<file path="config.mk">
export PLATFORM = sky130hd
export DESIGN_NAME = sinc3_decim
export DESIGN_NICKNAME = d
export VERILOG_FILES = /design/src/rtl/sinc3_pkg.sv /design/src/rtl/sinc3_therm_dec.sv /design/src/rtl/sinc3_integ.sv /design/src/rtl/sinc3_comb.sv /design/src/rtl/sinc3_fmt.sv /design/src/rtl/sinc3_decim.sv
export SDC_FILE = /design/constraint.sdc
export NUM_CORES = 1
export LEC_CHECK = 0
export ABC_AREA = 1
export CORE_ASPECT_RATIO = 0.8
export CORE_MARGIN = 1
export CORE_UTILIZATION = 59
export DETAILED_ROUTE_END_ITERATION = 10
export GPL_TIMING_DRIVEN = 0
export PLACE_DENSITY_LB_ADDON = 0.15
export SETUP_SLACK_MARGIN = 0.5
export SLEW_MARGIN = 15
export SYNTH_ARGS = -nofsm -noshare
export SYNTH_HDL_FRONTEND = slang
export SYNTH_SLANG_ARGS = --single-unit
export TNS_END_PERCENT = 50
</file>
<file path="constraint.sdc">
create_clock -name clk -period 10.6 [get_ports clk]
set_clock_uncertainty 0.1 [all_clocks]
set_input_delay 3.18 -clock clk [delete_from_list [all_inputs] [get_ports clk]]
set_output_delay 3.18 -clock clk [all_outputs]
set_load 0.03 [all_outputs]
</file>
<file path="src/rtl/sinc3_pkg.sv">
package sinc3_pkg;

    typedef enum logic [1:0] {
        ST_SETTLE0,
        ST_SETTLE1,
        ST_SETTLE2,
        ST_RUN
    } settle_e;

    localparam int OSR_LG_BASE = 5;

    // log2 of the decimation ratio for a rate code
    function automatic int osr_lg(input logic [1:0] code);
        return OSR_LG_BASE + int'(code);
    endfunction

    // effective resolution in bits for a rate code
    function automatic int res_bits(input logic [1:0] code);
        int n;
        unique case (code)
            2'd0:    n = 17;
            2'd1:    n = 20;
            2'd2:    n = 23;
            default: n = 24;
        endcase
        return n;
    endfunction

endpackage

</file>
<file path="src/rtl/sinc3_therm_dec.sv">
module sinc3_therm_dec #(
    parameter int CMP_N = 4,
    parameter int IN_W  = 3
) (
    input  logic [CMP_N-1:0]        therm,
    output logic signed [IN_W-1:0]  level
);
    int ones;

    always_comb begin
        ones = 0;
        for (int i = 0; i < CMP_N; i++) begin
            ones = ones + int'(therm[i]);
        end
        level = IN_W'(ones - CMP_N / 2);
    end
endmodule

</file>
<file path="src/rtl/sinc3_integ.sv">
module sinc3_integ #(
    parameter int ORDER = 3,
    parameter int IN_W  = 3,
    parameter int ACC_W = 27
) (
    input  logic                    clk,
    input  logic                    rst_n,
    input  logic                    clr,
    input  logic                    en,
    input  logic signed [IN_W-1:0]  din,
    output logic signed [ACC_W-1:0] acc_out
);
    logic signed [ACC_W-1:0] acc_q [ORDER];
    logic signed [ACC_W-1:0] chain [ORDER+1];

    assign chain[0] = ACC_W'(din);

    for (genvar g = 0; g < ORDER; g++) begin : g_stage
        assign chain[g+1] = acc_q[g] + chain[g];

        always_ff @(posedge clk or negedge rst_n) begin
            if (!rst_n) begin
                acc_q[g] <= '0;
            end else if (clr) begin
                acc_q[g] <= '0;
            end else if (en) begin
                acc_q[g] <= chain[g+1];
            end
        end
    end

    assign acc_out = acc_q[ORDER-1];
endmodule

</file>
<file path="src/rtl/sinc3_comb.sv">
module sinc3_comb #(
    parameter int ORDER = 3,
    parameter int ACC_W = 27
) (
    input  logic                    clk,
    input  logic                    rst_n,
    input  logic                    clr,
    input  logic                    en,
    input  logic signed [ACC_W-1:0] x,
    output logic signed [ACC_W-1:0] y
);
    logic signed [ACC_W-1:0] dly_q [ORDER];
    logic signed [ACC_W-1:0] diff [ORDER+1];

    assign diff[0] = x;

    for (genvar g = 0; g < ORDER; g++) begin : g_stage
        assign diff[g+1] = diff[g] - dly_q[g];

        always_ff @(posedge clk or negedge rst_n) begin
            if (!rst_n) begin
                dly_q[g] <= '0;
            end else if (clr) begin
                dly_q[g] <= '0;
            end else if (en) begin
                dly_q[g] <= diff[g];
            end
        end
    end

    assign y = diff[ORDER];
endmodule

</file>
<file path="src/rtl/sinc3_fmt.sv">
module sinc3_fmt
    import sinc3_pkg::*;
#(
    parameter int ORDER    = 3,
    parameter int IN_W     = 3,
    parameter int ACC_W    = 27,
    parameter int OUT_W    = 24,
    parameter int NARROW_W = 16
) (
    input  logic signed [ACC_W-1:0] y,
    input  logic [1:0]              osr,
    input  logic                    wide,
    output logic [OUT_W-1:0]        word
);
    localparam int DROP_W = OUT_W - NARROW_W;

    int lg;
    int nres;
    int sh;
    logic signed [ACC_W-1:0] r_raw;
    logic signed [ACC_W-1:0] r_hi;
    logic signed [ACC_W-1:0] r_lo;
    logic signed [ACC_W-1:0] r_sat;
    logic signed [OUT_W-1:0] w_full;
    logic signed [OUT_W:0]   t_sum;
    logic signed [OUT_W:0]   t_sh;
    logic signed [OUT_W:0]   t_max;

    always_comb begin
        lg     = osr_lg(osr);
        nres   = res_bits(osr);
        sh     = ORDER * lg + IN_W - 1 - nres;
        r_raw  = y >>> sh;
        r_hi   = ACC_W'((1 <<< (nres - 1)) - 1);
        r_lo   = ~r_hi;
        if (r_raw > r_hi) begin
            r_sat = r_hi;
        end else if (r_raw < r_lo) begin
            r_sat = r_lo;
        end else begin
            r_sat = r_raw;
        end
        w_full = OUT_W'(r_sat <<< (OUT_W - nres));
        t_sum  = (OUT_W+1)'(w_full) + (OUT_W+1)'(1 <<< (DROP_W - 1));
        t_sh   = t_sum >>> DROP_W;
        t_max  = (OUT_W+1)'((1 <<< (NARROW_W - 1)) - 1);
        if (t_sh > t_max) begin
            t_sh = t_max;
        end
        if (wide) begin
            word = w_full;
        end else begin
            word = {{DROP_W{t_sh[NARROW_W-1]}}, t_sh[NARROW_W-1:0]};
        end
    end
endmodule

</file>
<file path="src/rtl/sinc3_decim.sv">
module sinc3_decim
    import sinc3_pkg::*;
#(
    parameter int CMP_N     = 4,
    parameter int ORDER     = 3,
    parameter int MAX_LOG2R = 8,
    parameter int OUT_W     = 24,
    parameter int NARROW_W  = 16
) (
    input  logic             clk,
    input  logic             rst_n,
    input  logic             samp_vld,
    input  logic [CMP_N-1:0] therm,
    input  logic [1:0]       osr_sel,
    input  logic             wide_sel,
    input  logic             settle_hold,
    output logic [OUT_W-1:0] dout,
    output logic             drdy
);
    localparam int IN_W  = $clog2(CMP_N / 2 + 1) + 1;
    localparam int ACC_W = IN_W + ORDER * MAX_LOG2R;
    localparam int CNT_W = MAX_LOG2R;

    // stored setting: {rate code, width bit}
    logic [2:0]              cfg_q;
    logic                    cfg_chg;
    logic                    accept;
    logic [CNT_W-1:0]        cnt_q;
    logic [CNT_W-1:0]        last_idx;
    logic                    frame_end;
    logic                    dec_tick_q;
    logic                    emit;
    settle_e                 state_q;
    settle_e                 state_d;
    logic signed [IN_W-1:0]  level;
    logic signed [ACC_W-1:0] integ_y;
    logic signed [ACC_W-1:0] comb_y;
    logic [OUT_W-1:0]        word;
    logic [OUT_W-1:0]        dout_q;
    logic                    drdy_q;
    logic [OUT_W-1:0]        pad_mask;

    assign cfg_chg   = ({osr_sel, wide_sel} != cfg_q);
    assign accept    = samp_vld && !cfg_chg;
    assign last_idx  = CNT_W'((1 << osr_lg(cfg_q[2:1])) - 1);
    assign frame_end = (cnt_q == last_idx);
    assign emit      = dec_tick_q && !cfg_chg && (state_q == ST_RUN || !settle_hold);

    sinc3_therm_dec #(.CMP_N(CMP_N), .IN_W(IN_W)) u_dec (
        .therm (therm),
        .level (level)
    );

    sinc3_integ #(.ORDER(ORDER), .IN_W(IN_W), .ACC_W(ACC_W)) u_integ (
        .clk     (clk),
        .rst_n   (rst_n),
        .clr     (cfg_chg),
        .en      (accept),
        .din     (level),
        .acc_out (integ_y)
    );

    sinc3_comb #(.ORDER(ORDER), .ACC_W(ACC_W)) u_comb (
        .clk   (clk),
        .rst_n (rst_n),
        .clr   (cfg_chg),
        .en    (dec_tick_q && !cfg_chg),
        .x     (integ_y),
        .y     (comb_y)
    );

    sinc3_fmt #(
        .ORDER(ORDER), .IN_W(IN_W), .ACC_W(ACC_W),
        .OUT_W(OUT_W), .NARROW_W(NARROW_W)
    ) u_fmt (
        .y    (comb_y),
        .osr  (cfg_q[2:1]),
        .wide (cfg_q[0]),
        .word (word)
    );

    // setting register, sample counter and decimation flag
    always_ff @(posedge clk or negedge rst_n) begin
        if (!rst_n) begin
            cfg_q      <= '0;
            cnt_q      <= '0;
            dec_tick_q <= 1'b0;
        end else if (cfg_chg) begin
            cfg_q      <= {osr_sel, wide_sel};
            cnt_q      <= '0;
            dec_tick_q <= 1'b0;
        end else begin
            dec_tick_q <= accept && frame_end;
            if (accept) begin
                cnt_q <= frame_end ? '0 : cnt_q + 1'b1;
            end
        end
    end

    // settle state register
    always_ff @(posedge clk or negedge rst_n) begin
        if (!rst_n) begin
            state_q <= ST_SETTLE0;
        end else begin
            state_q <= state_d;
        end
    end

    always_comb begin
        state_d = state_q;
        if (cfg_chg) begin
            state_d = ST_SETTLE0;
        end else if (dec_tick_q) begin
            unique case (state_q)
                ST_SETTLE0: state_d = ST_SETTLE1;
                ST_SETTLE1: state_d = ST_SETTLE2;
                ST_SETTLE2: state_d = ST_RUN;
                ST_RUN:     state_d = ST_RUN;
                default:    state_d = ST_SETTLE0;
            endcase
        end
    end

    // output registers
    always_ff @(posedge clk or negedge rst_n) begin
        if (!rst_n) begin
            drdy_q <= 1'b0;
            dout_q <= '0;
        end else begin
            drdy_q <= emit;
            if (emit) begin
                dout_q <= word;
            end
        end
    end

    assign dout = dout_q;
    assign drdy = drdy_q;
    assign pad_mask = OUT_W'((1 << (OUT_W - res_bits(cfg_q[2:1]))) - 1);


    drdy_pulse_chk: assert property (@(posedge clk) disable iff (!rst_n)
        drdy_q |=> !drdy_q);


    settle_quiet_chk: assert property (@(posedge clk) disable iff (!rst_n)
        (settle_hold && state_q != ST_RUN) |=> !drdy_q);


    cfg_flush_chk: assert property (@(posedge clk) disable iff (!rst_n)
        cfg_chg |=> (!drdy_q && state_q == ST_SETTLE0 && cnt_q == '0));


    sext16_chk: assert property (@(posedge clk) disable iff (!rst_n)
        (drdy_q && !cfg_q[0]) |->
            (dout_q[OUT_W-1:NARROW_W] == {(OUT_W-NARROW_W){dout_q[NARROW_W-1]}}));


    pad_zero_chk: assert property (@(posedge clk) disable iff (!rst_n)
        (drdy_q && cfg_q[0]) |-> ((dout_q & pad_mask) == '0));
endmodule

</file>
Word level (Yosys, flattened, before mapping). Cells that the tools add are included.

Register bits after elaboration: 201. Bits of input ports: 11.

Add/subtract/negate cells: 20. Multipliers: 1. Order comparisons: 3. Equality and inequality tests: 7. Shift-type cells: 4. Multiplexer cells: 24. Bitwise operators: 1. Reductions and logical operators: 13.

Operators by type and width (number): $mux W27 (14); $sub A27 B27 Y27 (3); $add A27 B27 Y27 (2); $add A32 B3 Y32 const B (1); $mul A3 B32 Y32 const A (1); $sshl A2 B32 Y27 const A (1); $sshl A27 B32 Y24 (1); $sshr A27 B32 Y27 (1); $sub A32 B2 Y32 const B (1); $sub A32 B6 Y32 (1); $sub A6 B32 Y32 const A (1); $add A27 B3 Y27 (1); $gt A27 B27 Y1 (1); $lt A27 B27 Y1 (1); $not A27 Y27 (1); $sub A27 B2 Y27 const B (1); $add A24 B9 Y25 const B (1); $mux W24 (1); $mux W8 (3); $gt A17 B16 Y1 const B (1); $mux W16 (1); $pmux W4 S3 (1); $add A8 B1 Y8 const B (1); $eq A8 B8 Y1 (1); other kinds (19) (31).

Logic depth before layout (Yosys ltp).
Word-level depth: 14. Depth in mapped cells: 91. Gate-level depth less buffers: 89.

Modules after synthesis. Synthesis repeated with hierarchy kept, for this count alone.

Cell total of the unflattened synthesis: 3242. Area, all modules: 21829.7 um2.

By module, submodules not included: sinc3_comb (times used 1, cells an instance 1037, area each 7484.7 um2); sinc3_integ (times used 1, cells an instance 1020, area each 7478.4 um2); sinc3_fmt (times used 1, cells an instance 956, area each 5009.8 um2); sinc3_decim (times used 1, cells an instance 223, area each 1800.5 um2); sinc3_therm_dec (times used 1, cells an instance 6, area each 56.3 um2).

Least setup slack after synthesis. OpenSTA, ideal clock, no wires.

Path type: register -> register. Start: reg u_integ.acc_q (netlist bit u_integ.acc_out[2]). End: reg dout_q[15] (netlist: dout[15]). Data arrival time: 9.631 ns. Data required time: 10.375 ns. Setup slack: 0.744 ns. Cell stages (with the launch flop): 86. Path buffers: 3. Period minus slack after synthesis: 9.856 ns. Cell sequence: dfrtp_1 -> ha_1 -> nand2_1 -> nor2_1 -> a211oi_1 -> o21ai_0 -> a21o_1 -> a21oi_1 -> inv_1 -> a21oi_1 -> o21bai_1 -> nand2_1 -> nand2_1 -> a21oi_1 -> o21ai_0 -> nand3_1 -> nand2_1 -> nand3_1 -> [... 50 more ...] -> o21ai_0 -> nand2_1 -> nand3_1 -> nand2_1 -> nand2_1 -> nand2_1 -> nand2_1 -> nand2_1 -> ha_1 -> nand2_1 -> nor2_4 -> nand2_1 -> nor2_2 -> nand2_2 -> nand2_2 -> nand2_4 -> nand3_4 -> a21boi_2.

Longest elaborated chain between the ends: 12. Elaborated cells on any way between the ends: 13. Classes of those cells: add/sub: 4; order compare: 3; shift: 2; mux: 4.

RTL lines: start, declared (RTL line sinc3_integ.sv:13) `logic signed [ACC_W-1:0] acc_q [ORDER];`; start signal, assigned by index (RTL line sinc3_integ.sv:27) `acc_q[g] <= chain[g+1];`; $sub A27 B27 Y27 * (3 in a row) (RTL line sinc3_comb.sv:18) `assign diff[g+1] = diff[g] - dly_q[g];`; $sshr A27 B32 Y27 * (RTL line sinc3_fmt.sv:33) `r_raw = y >>> sh;`; $lt A27 B27 Y1 (RTL line sinc3_fmt.sv:38) `end else if (r_raw < r_lo) begin`; $mux W27 (RTL line sinc3_fmt.sv:38); $mux W27 * (RTL line sinc3_fmt.sv:36) `if (r_raw > r_hi) begin`; $sshl A27 B32 Y24 * (RTL line sinc3_fmt.sv:43) `w_full = OUT_W'(r_sat <<< (OUT_W - nres));`; $add A24 B9 Y25 (RTL line sinc3_fmt.sv:44) `t_sum = (OUT_W+1)'(w_full) + (OUT_W+1)'(1 <<< (DROP_W - 1));`; $gt A17 B16 Y1 (RTL line sinc3_fmt.sv:47) `if (t_sh > t_max) begin`; $mux W16 (RTL line sinc3_fmt.sv:47); $mux W24 * (RTL line sinc3_fmt.sv:50) `if (wide) begin`; end signal, assigned (RTL line sinc3_decim.sv:132) `dout_q <= word;`; end, declared (RTL line sinc3_decim.sv:39) `logic [OUT_W-1:0] dout_q;`.

Every way passes the cells marked *; elsewhere a longest branch is shown, timed or not. A chain may end at the register's enable or synchronous reset.

Worst setup path in the final report.
Start: reg u_integ.acc_q (netlist bit u_integ.acc_out[1]). End: reg dout_q[16] (netlist: dout[16]).

Same word-level chain as after synthesis.

==> flow_summary.yaml <==
outcome:
  outcome: "completed"
route:
  wl_mm: 60.1
  drt-pass1-iter-count: 6
  postRouteAntennaNets: 0
  wl_per_cell_um: 17.6
  drc: 0
  num_vias: 20100
  avgViaCountPerCell: 5.89
  drtIter0Drc: 1895
logic_synthesis:
  netlist_instances: 2772
  synth_top_family_by_area: "simple AND/OR/NAND/NOR gates"
  synth.avg_cell_area_um2: 7.02
  yosys.area_share.simple_pct: 27.2
  async_flop_share_pct: 100
  synth_enable_flop_cells: 0
  synthAdderAreaFrac_pct: 15.0
  synth_seq_area_share_pct: 25.8
  synth_seq_cells: 201
  ys_types: 56
  synth_flop_cell: "dfrtp_1"
  synth_compound_area_share_pct: 16.6
  synth_xor_area_share_pct: 5.98
  synth_area_um2: 19500
  muxShareOfSynthArea_pct: 0.0514
  ys_warn_count: 0
cells_and_area:
  drive_gt1_share_pct: 20.6
  finalNetCount: 3206
  fin_area_um2: 24300
  area_delta_synth_final_pct: 24.8
  diodes: 0
timing:
  setup_viol: 0
  finalCriticalPeriod_ns: 10.35
  timing.hold.ws_ns: 0.390
  hold_violations: 0
  timing.slew.headroom_pct: 21.0
  setup_slack_ns: 0.247
  fmax_mhz: 96.6
  grt_setup_unrepaired: "true"
  slew_violations: 0
  tightest_slew_ns: 1.18
  timing.final.crit_share_pct: 97.7
setup_path:
  critical_path.startpoint_type: "flop"
  critPathKind: "reg -> reg"
  crit_slowest_cell: "dfrtp_1"
  cp.arrival_ns: 10.72
  critPathMaxFanout: 10
  cp_common_cell: "nand2_2"
  required_ns: 10.97
  slowest_delay_ns: 0.40
  end_kind: "flop"
  r2r_cells: 79
min_path:
  hold_class: "reg -> reg"
  hold_path_depth: 2
die:
  num_rows: 59
  ios: 36
  coreArea_um2: 32500
  die_area_um2: 33700
  dieHeight_um: 164
  die_x_um: 205
  initial_core_util_pct: 59.9
place:
  placed_cell_area_um2: 20400
  portBuffers: 35
  pre_cts_slack_ns: -1.41
  post-dp-hpwl_mm: 42.7
  routabilityCongestion: 0.999
run:
  maxCapViolations: 0
cts:
  clock_latency_ns: 0.54
  cts.sinks: 201
  root_buffer: "clkbuf_16"
  clk_pin_slew_ns: 0.06
  htree_levels: 1
  clockBufferDepth: 3
  cts_made_buffers: 24
  cts_tree: "built"
global_route:
  grt_use_total_pct: 33.3
  first_global_vias: 18000
  overflow: 0
  grt_max_degree: 108
  grt_pass1_wl_mm: 90.7
  grt_antenna_before_repair: 0
-- per-layer routing --
layer	vias up	track usage (%)	wire, um
met4	0	7.14	1370
met1	9467	49.0	27600
met3	123	4.99	4450
li1	9654	-	-
met2	826	51.3	26700
met5	-	0	0
-- final timing paths --
path                       slack [ns]                           start                            end
min reg2reg                      0.39             dout[7]$_DFFE_PN0P_            dout[7]$_DFFE_PN0P_
min in group asynchronous        2.51                           rst_n   u_comb.dly_q[21]$_DFFE_PN0P_
min                              0.39             dout[7]$_DFFE_PN0P_            dout[7]$_DFFE_PN0P_
max in group asynchronous        6.90                           rst_n  u_integ.acc_q[74]$_DFFE_PN0P_
max                              0.25  u_integ.acc_out[1]$_DFFE_PN0P_           dout[16]$_DFFE_PN0P_
max reg2reg                      0.25  u_integ.acc_out[1]$_DFFE_PN0P_           dout[16]$_DFFE_PN0P_
-- area by class of cell --
| cell class | count | area, um^2 |
|---|---|---|
| multi-input cells | 2115 | 14700 |
| fillers | 2472 | 8190 |
| flip-flops and latches | 201 | 5030 |
| inverters | 374 | 1410 |
| repair buffers | 159 | 1360 |
| clock buffers | 36 | 697 |
| well taps | 427 | 534 |
| plain buffers | 90 | 432 |
| clock inverters | 7 | 88.8 |
-- cell usage after synthesis (all sizes together), types with 26 or more instances --
| cell | n | area (um^2) |
|---|---|---|
| xor2 | 105 | 920 |
| o21ai | 154 | 774 |
| a21oi | 184 | 925 |
| nand2 | 660 | 2560 |
| or2 | 26 | 163 |
| nor2 | 138 | 543 |
| ha | 223 | 2790 |
| dfrtp | 201 | 5030 |
| nand3 | 321 | 1700 |
| inv | 370 | 1390 |
| a22o | 44 | 385 |
| clkbuf | 58 | 218 |
| nand4 | 26 | 175 |
| xnor2 | 28 | 245 |
| buf | 32 | 173 |
| o22ai | 70 | 438 |
-- sequential cells by signal, indices dropped and copies added (netlist names) --
| name | count |
|---|---|
| cfg_q | 3 |
| dec_tick_q | 1 |
| u_comb.dly_q | 81 |
| dout | 24 |
| state_q | 2 |
| drdy | 1 |
| cnt_q | 8 |
| u_integ.acc_q | 54 |
| u_integ.acc_out | 27 |
-- timing repair --
item                                    4_1_cts  5_1_grt
cloned                                        2        2
pin swaps                                    92      151
endpoints found under the setup margin       26       30
hold buffers                                  0        0
setup buffers                                86       35
gates resized for setup                     174      314
-- metrics by stage --
stage          setup TNS, ns  utilization (%)  cells
3_3_place_gp         -450.57             62.7   3240
3_5_place_dp          -32.39             62.8   3241
2_1_floorplan              0                -   2778
5_1_grt                -7.02             74.8   3409
6_report                   0             74.8   3409
4_1_cts                    0             69.6   3372
-- cells by family (layout without fill, tap and decap cells) --
family | count (synthesis) | after routing
adder cells (fa/ha/maj) | 230 | 230
AND/OR/NAND/NOR | 1198 | 1200
AO/OA/AOI/OAI | 543 | 543
flip-flops | 201 | 201
XOR/XNOR | 133 | 133
buffers and inverters | 464 | 666
other | 2 | 8
multiplexers | 1 | 1
-- worst max-delay path: cells and delay by family, from the launching register on --
kind	cells	cell delay [ns]
xor+xnor	2	0.36
simple gates	45	4.32
compound gates	20	3.00
buf+inv	7	0.76
flops	1	0.40
fa+ha+maj	5	1.31
-- cells in the final DEF, fill, tap and decap left out, types with 24 or more instances in the layout --
master,count
clkdlybuf4s50_1,34
buf_4,110
nand2_2,103
nand3_4,36
ha_1,207
xnor2_1,25
xor2_1,96
nand2_4,32
inv_1,351
nand2_1,521
nand4_1,24
nand3_2,99
a21oi_1,163
nor2_1,118
clkbuf_1,66
o21ai_0,124
o22ai_1,70
dfrtp_1,201
clkbuf_16,25
nand3_1,187
a22o_1,44
or2_2,26
Power is not shown: default switching activity piles up to over one toggle a cycle in this logic, so the estimate is an artifact.
